[src/rtl/fbx_pkg.sv]
package fbx_pkg;
    typedef enum logic [1:0] {
        PH_LOAD = 2'd0,
        PH_BACK = 2'd1,
        PH_EMIT = 2'd2
    } fbx_phase_t;
endpackage

[src/rtl/fbx_combine.sv]
// Operation-specific combine: Q0.16 product with all-ones treated as exact 1.0.
module fbx_combine #(
    parameter int W = 16
) (
    input  logic [W-1:0] a,
    input  logic [W-1:0] b,
    output logic [W-1:0] y
);
    localparam logic [W-1:0] ONE = {W{1'b1}};

    logic [2*W-1:0] full;

    always_comb begin
        full = a * b;
        if (a == ONE) begin
            y = b;
        end else if (b == ONE) begin
            y = a;
        end else begin
            y = full[2*W-1:W];
        end
    end
endmodule

[src/rtl/fbx_regfile.sv]
// Small register store: one write port, one combinational read port.
module fbx_regfile #(
    parameter int N  = 6,
    parameter int W  = 16,
    localparam int AW = (N > 1) ? $clog2(N) : 1
) (
    input  logic          clk,
    input  logic          rst_n,
    input  logic          we,
    input  logic [AW-1:0] waddr,
    input  logic [W-1:0]  wdata,
    input  logic [AW-1:0] raddr,
    output logic [W-1:0]  rdata
);
    logic [W-1:0] mem_q [N];
    logic [W-1:0] mem_d [N];

    always_comb begin
        for (int i = 0; i < N; i++) begin
            mem_d[i] = mem_q[i];
            if (we && (waddr == AW'(i))) begin
                mem_d[i] = wdata;
            end
        end
    end

    always_ff @(posedge clk or negedge rst_n) begin
        if (!rst_n) begin
            for (int i = 0; i < N; i++) begin
                mem_q[i] <= '0;
            end
        end else begin
            for (int i = 0; i < N; i++) begin
                mem_q[i] <= mem_d[i];
            end
        end
    end

    assign rdata = (raddr < AW'(N)) ? mem_q[raddr] : '0;
endmodule

[src/rtl/fb_extrinsic_unit.sv]
module fb_extrinsic_unit #(
    parameter int DEG = 6,
    parameter int W   = 16
) (
    input  logic         clk,
    input  logic         rst_n,
    input  logic         in_valid,
    output logic         in_ready,
    input  logic [W-1:0] in_data,
    input  logic         in_last,
    output logic         out_valid,
    output logic [W-1:0] out_data,
    output logic         out_last
);
    import fbx_pkg::*;

    localparam int IW = (DEG > 1) ? $clog2(DEG) : 1;
    localparam logic [W-1:0]  ONE  = {W{1'b1}};
    localparam logic [IW-1:0] TOP  = IW'(DEG - 1);

    typedef struct packed {
        fbx_phase_t    phase;
        logic [IW-1:0] idx;
        logic [IW-1:0] last_idx;
        logic [W-1:0]  prefix;
        logic [W-1:0]  suffix;
        logic          out_valid;
        logic          out_last;
        logic [W-1:0]  out_data;
    } state_t;

    state_t st_q, st_d;

    // store control
    logic          msg_we, fwd_we, bwd_we;
    logic [IW-1:0] msg_raddr, pair_raddr;
    logic [W-1:0]  msg_rd, fwd_rd, bwd_rd;
    logic [W-1:0]  prefix_next, suffix_next, pair_prod;

    fbx_regfile #(.N(DEG), .W(W)) u_msg (
        .clk(clk), .rst_n(rst_n), .we(msg_we), .waddr(st_q.idx),
        .wdata(in_data), .raddr(msg_raddr), .rdata(msg_rd)
    );

    fbx_regfile #(.N(DEG), .W(W)) u_fwd (
        .clk(clk), .rst_n(rst_n), .we(fwd_we), .waddr(st_q.idx),
        .wdata(st_q.prefix), .raddr(pair_raddr), .rdata(fwd_rd)
    );

    fbx_regfile #(.N(DEG), .W(W)) u_bwd (
        .clk(clk), .rst_n(rst_n), .we(bwd_we), .waddr(st_q.idx),
        .wdata(st_q.suffix), .raddr(pair_raddr), .rdata(bwd_rd)
    );

    fbx_combine #(.W(W)) u_prefix_mul (
        .a(st_q.prefix), .b(in_data), .y(prefix_next)
    );

    fbx_combine #(.W(W)) u_suffix_mul (
        .a(st_q.suffix), .b(msg_rd), .y(suffix_next)
    );

    fbx_combine #(.W(W)) u_pair_mul (
        .a(fwd_rd), .b(bwd_rd), .y(pair_prod)
    );

    assign msg_raddr  = st_q.idx;
    assign pair_raddr = st_q.idx;

    always_comb begin
        st_d           = st_q;
        st_d.out_valid = 1'b0;
        st_d.out_last  = 1'b0;
        msg_we         = 1'b0;
        fwd_we         = 1'b0;
        bwd_we         = 1'b0;

        unique case (st_q.phase)
            PH_LOAD: begin
                if (in_valid) begin
                    msg_we      = 1'b1;
                    fwd_we      = 1'b1;
                    st_d.prefix = prefix_next;
                    if (in_last || (st_q.idx == TOP)) begin
                        st_d.phase    = PH_BACK;
                        st_d.last_idx = st_q.idx;
                        st_d.suffix   = ONE;
                    end else begin
                        st_d.idx = st_q.idx + 1'b1;
                    end
                end
            end
            PH_BACK: begin
                bwd_we      = 1'b1;
                st_d.suffix = suffix_next;
                if (st_q.idx == '0) begin
                    st_d.phase = PH_EMIT;
                end else begin
                    st_d.idx = st_q.idx - 1'b1;
                end
            end
            PH_EMIT: begin
                st_d.out_valid = 1'b1;
                st_d.out_data  = pair_prod;
                if (st_q.idx == st_q.last_idx) begin
                    st_d.out_last = 1'b1;
                    st_d.phase    = PH_LOAD;
                    st_d.idx      = '0;
                    st_d.prefix   = ONE;
                end else begin
                    st_d.idx = st_q.idx + 1'b1;
                end
            end
            default: begin
                st_d.phase = PH_LOAD;
                st_d.idx   = '0;
            end
        endcase
    end

    always_ff @(posedge clk or negedge rst_n) begin
        if (!rst_n) begin
            st_q.phase     <= PH_LOAD;
            st_q.idx       <= '0;
            st_q.last_idx  <= '0;
            st_q.prefix    <= ONE;
            st_q.suffix    <= ONE;
            st_q.out_valid <= 1'b0;
            st_q.out_last  <= 1'b0;
            st_q.out_data  <= '0;
        end else begin
            st_q <= st_d;
        end
    end

    assign in_ready  = (st_q.phase == PH_LOAD);
    assign out_valid = st_q.out_valid;
    assign out_data  = st_q.out_data;
    assign out_last  = st_q.out_last;

    // the group-end flag never appears without a result
    a_r7_last_with_valid: assert property (@(posedge clk) disable iff (!rst_n)
        out_last |-> out_valid);

    // results of one group leave on consecutive cycles
    a_r6_outputs_contiguous: assert property (@(posedge clk) disable iff (!rst_n)
        (out_valid && !out_last) |=> out_valid);

    // no message is taken while results are still pending
    a_r8_ready_low_busy: assert property (@(posedge clk) disable iff (!rst_n)
        (out_valid && !out_last) |-> !in_ready);

    // accepting a flagged final message closes the input
    a_r8_ready_drops_after_last: assert property (@(posedge clk) disable iff (!rst_n)
        (in_valid && in_ready && in_last) |=> !in_ready);

    // nothing is emitted right after the final message is taken
    a_r6_no_early_output: assert property (@(posedge clk) disable iff (!rst_n)
        (in_valid && in_ready && in_last) |=> !out_valid);
endmodule

[config.mk]
export PLATFORM = sky130hd
export DESIGN_NAME = fb_extrinsic_unit
export DESIGN_NICKNAME = d
export VERILOG_FILES = /design/src/rtl/fbx_pkg.sv /design/src/rtl/fbx_combine.sv /design/src/rtl/fbx_regfile.sv /design/src/rtl/fb_extrinsic_unit.sv
export SDC_FILE = /design/constraint.sdc
export NUM_CORES = 2
export LEC_CHECK = 0
export ABC_AREA = 1
export BUFFER_PORTS_ARGS = -buffer_cell sky130_fd_sc_hd__buf_2
export CORE_MARGIN = 10
export CORE_UTILIZATION = 63
export CTS_CLUSTER_DIAMETER = 50
export DETAILED_ROUTE_END_ITERATION = 12
export GPL_ROUTABILITY_DRIVEN = 1
export GPL_TIMING_DRIVEN = 1
export MAX_ROUTING_LAYER = met4
export PLACE_DENSITY_LB_ADDON = 0.05
export SYNTH_ARGS = -nofsm -noshare
export SYNTH_HDL_FRONTEND = slang
export SYNTH_HIERARCHICAL = 1
export SYNTH_SLANG_ARGS = --single-unit
[constraint.sdc]
create_clock -name clk -period 10.15 [get_ports clk]
set_input_delay 1.5225 -clock clk [delete_from_list [all_inputs] [get_ports clk]]
set_output_delay 1.5225 -clock clk [all_outputs]
set_load 0.01 [all_outputs]
==> results.txt <==
status: completed
DRC viols: 0
cell taking the most area after synthesis: fa_1
synthesized area per cell: 7.146 um^2
WP data required: 10680 ps
global-route wire length before repair: 206300 um
post-synth cell types: 40
DRT Wirelength: 126800 um
Worst Path Arrival: 8540 ps
CTS resizes: 0
Nets: 7036
met1 Track Usage GR: 0.4144
Max Cap Viol: 0
register bit total from synthesis: 346
endpoints failing setup: 0
Worst-Skew Late Latency: 600 ps
Core Box Area: 0.07136 mm^2
DP Worst Slack: 2249 ps
relative slew slack: 0.2134
cts hold-fix bufs: 0
clock period minus final worst setup slack: 8011 ps
worst clock skew: 21.79 ps
grt met3 use: 0.04040
met2 GRT Util: 0.5217
I/O Pins: 39
port bufs: 38
top-area cell type share of the netlist area: 0.2558
CP Class: register to register
H-tree levels: 2
Vias/cell: 5.410
period utilization: 0.7892
root buffer cell: clkbuf_16
Synth area leaders: fa_1 26%, nand2_1 18%, dfrtp_1 17%
dpl hpwl: 90580 um
Max Root-Sink Buffers: 3
global-route usage over all layers: 0.3195
worst-margin pin slew: 1177 ps
largest net degree at the start of global routing: 162
Syn-to-layout area delta: 3.922%
ys async rst share: 1.000
die area: 0.08304 mm^2
Iteration-0 DRC Markers: 3123
Synthesis Warnings: 6
CP max-delay cell: dfrtp_4
number of synthesized flops with an enable pin: 0
TritonCTS clock tree: done
cell with the most instances after synthesis: nand2_1
vias in the first global route: 38950
layout cells sized above 1: 0.04196
post-route setup slack: 2139 ps
slowest stage delay, CP: 860 ps
routability cong.: 1.016
Startpoint Class: register
post-synthesis net count: 7246
post-route setup TNS: 0 ps
Mapped Area: 0.04530 mm^2
Synth Instances: 6340
Num CTS Buffers: 51
fmax: 0.1248 GHz
CP Buf/Inv Count: 6
unrepaired setup endpoints after global routing: false
worst hold path class: register to register
Final Hold Fails: 0
postcts setup bufs: 0
Top Family by Delay on Critical Path: adder cells
Sink Count: 346
Post-synth top flop: dfrtp_1
CTS clk-pin slew, worst paths: 50 ps
WL/cell: 17.80 um
die width: 288.2 um
GR Overflow Total: 0
Most Crowded Layer GR: met2
Seq/Total Area, Yosys: 0.1920
CP dominant cell by count: nand2_1
die height: 288.2 um
drt first pass iters: 7
Core Rows: 98
commonest cells in the netlist: 2159 x nand2_1, 1480 x inv_1, 579 x fa_1
vias: 38540
Initial Utilization: 0.6348
Antenna Nets Post-Route: 0
Worst Setup End Kind: register
crit-path max FO: 54
final max-slew violation count: 0
initial antenna violation count: 1
-- final timing paths --
kind,startpoint,to,slack (ps),depth (start not counted)
worst max-delay path,msg_raddr[0]$_DFFE_PN0P_,st_q[22]$_DFFE_PN1P_,2140,30
max in group asynchronous,rst_n,out_data[5]$_DFFE_PN0P_,7590,2
min in group asynchronous,rst_n,u_fwd/mem_q[32]$_DFFE_PN0P_,980,1
worst max register to register,msg_raddr[0]$_DFFE_PN0P_,st_q[22]$_DFFE_PN1P_,2140,30
worst min-delay path,out_data[14]$_DFFE_PN0P_,out_data[14]$_DFFE_PN0P_,470,2
worst min register to register,out_data[14]$_DFFE_PN0P_,out_data[14]$_DFFE_PN0P_,470,2
-- placed cells by master, fill, tap and decap left out, drive strengths merged --
cell type / instances
a21o: 10
inv: 1500
dfstp: 32
o21bai: 6
nand2: 2165
dfrtp: 314
clkinvlp: 4
nor2: 199
o21a: 1
nor4: 10
o21ai: 368
ha: 307
bufinv: 4
fa: 579
buf: 81
clkinv: 11
diode: 2
xnor2: 4
nor3: 34
nand4: 26
o22ai: 2
a31oi: 2
a21oi: 144
nand3: 292
clkbuf: 66
nor3b: 1
xor2: 10
-- state kept, by name (all words and copies together) (netlist names) --
signal       count
msg_raddr        3
out_data        16
out_valid        1
st_q            37
out_last         1
u_fwd/mem_q     96
u_msg/mem_q     96
u_bwd/mem_q     96
-- worst min-delay path, cell delays in order (launching register included) --
cell and delay (ps):
dfrtp_1 340, nand2_1 50, nand2_1 50
-- per-layer routing --
metal,share of wire,up-vias,routed length [um]
li1,-,18130,-
met1,0.42,18720,53680
met2,0.48,1430,60780
met3,0.067,258,8540
met4,0.030,0,3835
met5,0,-,0
-- metrics by stage --
| step | std cells | hold slack (ps) | util | cell area [um^2] |
|---|---|---|---|---|
| floorplan | 6340 | 443.1 | - | 45300 |
| global placement | 7027 | 450.0 | 0.6349 | 45310 |
| detailed placement | 7027 | 455.6 | 0.6349 | 45310 |
| CTS | 7122 | 469.3 | 0.6597 | 47080 |
| global route | 7123 | 494.6 | 0.6597 | 47080 |
| finish | 7124 | 467.9 | 0.6597 | 47080 |
-- logic make-up (layout without fill, tap and decap cells) --
| group | after synthesis | in the layout | share of synthesized area |
|---|---|---|---|
| AO/OA/AOI/OAI | 533 | 533 | 0.06018 |
| XOR/XNOR | 14 | 14 | 0.002706 |
| adder cells (fa/ha/maj) | 886 | 886 | 0.3406 |
| buffers and inverters | 1834 | 1666 | 0.1615 |
| flip-flops | 346 | 346 | 0.1920 |
| other | 0 | 2 | 0 |
| AND/OR/NAND/NOR | 2727 | 2727 | 0.2430 |
-- layout make-up --
cell class | count | area [um^2]
flip-flops and latches | 346 | 8705
clock buffers | 66 | 1414
well taps | 950 | 1189
fillers | 6500 | 24280
diodes | 2 | 5.005
multi-input cells | 4160 | 29290
inverters | 1490 | 5593
repair buffers | 81 | 535.5
clock inverters | 29 | 351.6
Power is left out: the tool's default activity adds up to more than one toggle a clock period on the data nets, which glitch-free logic cannot reach.
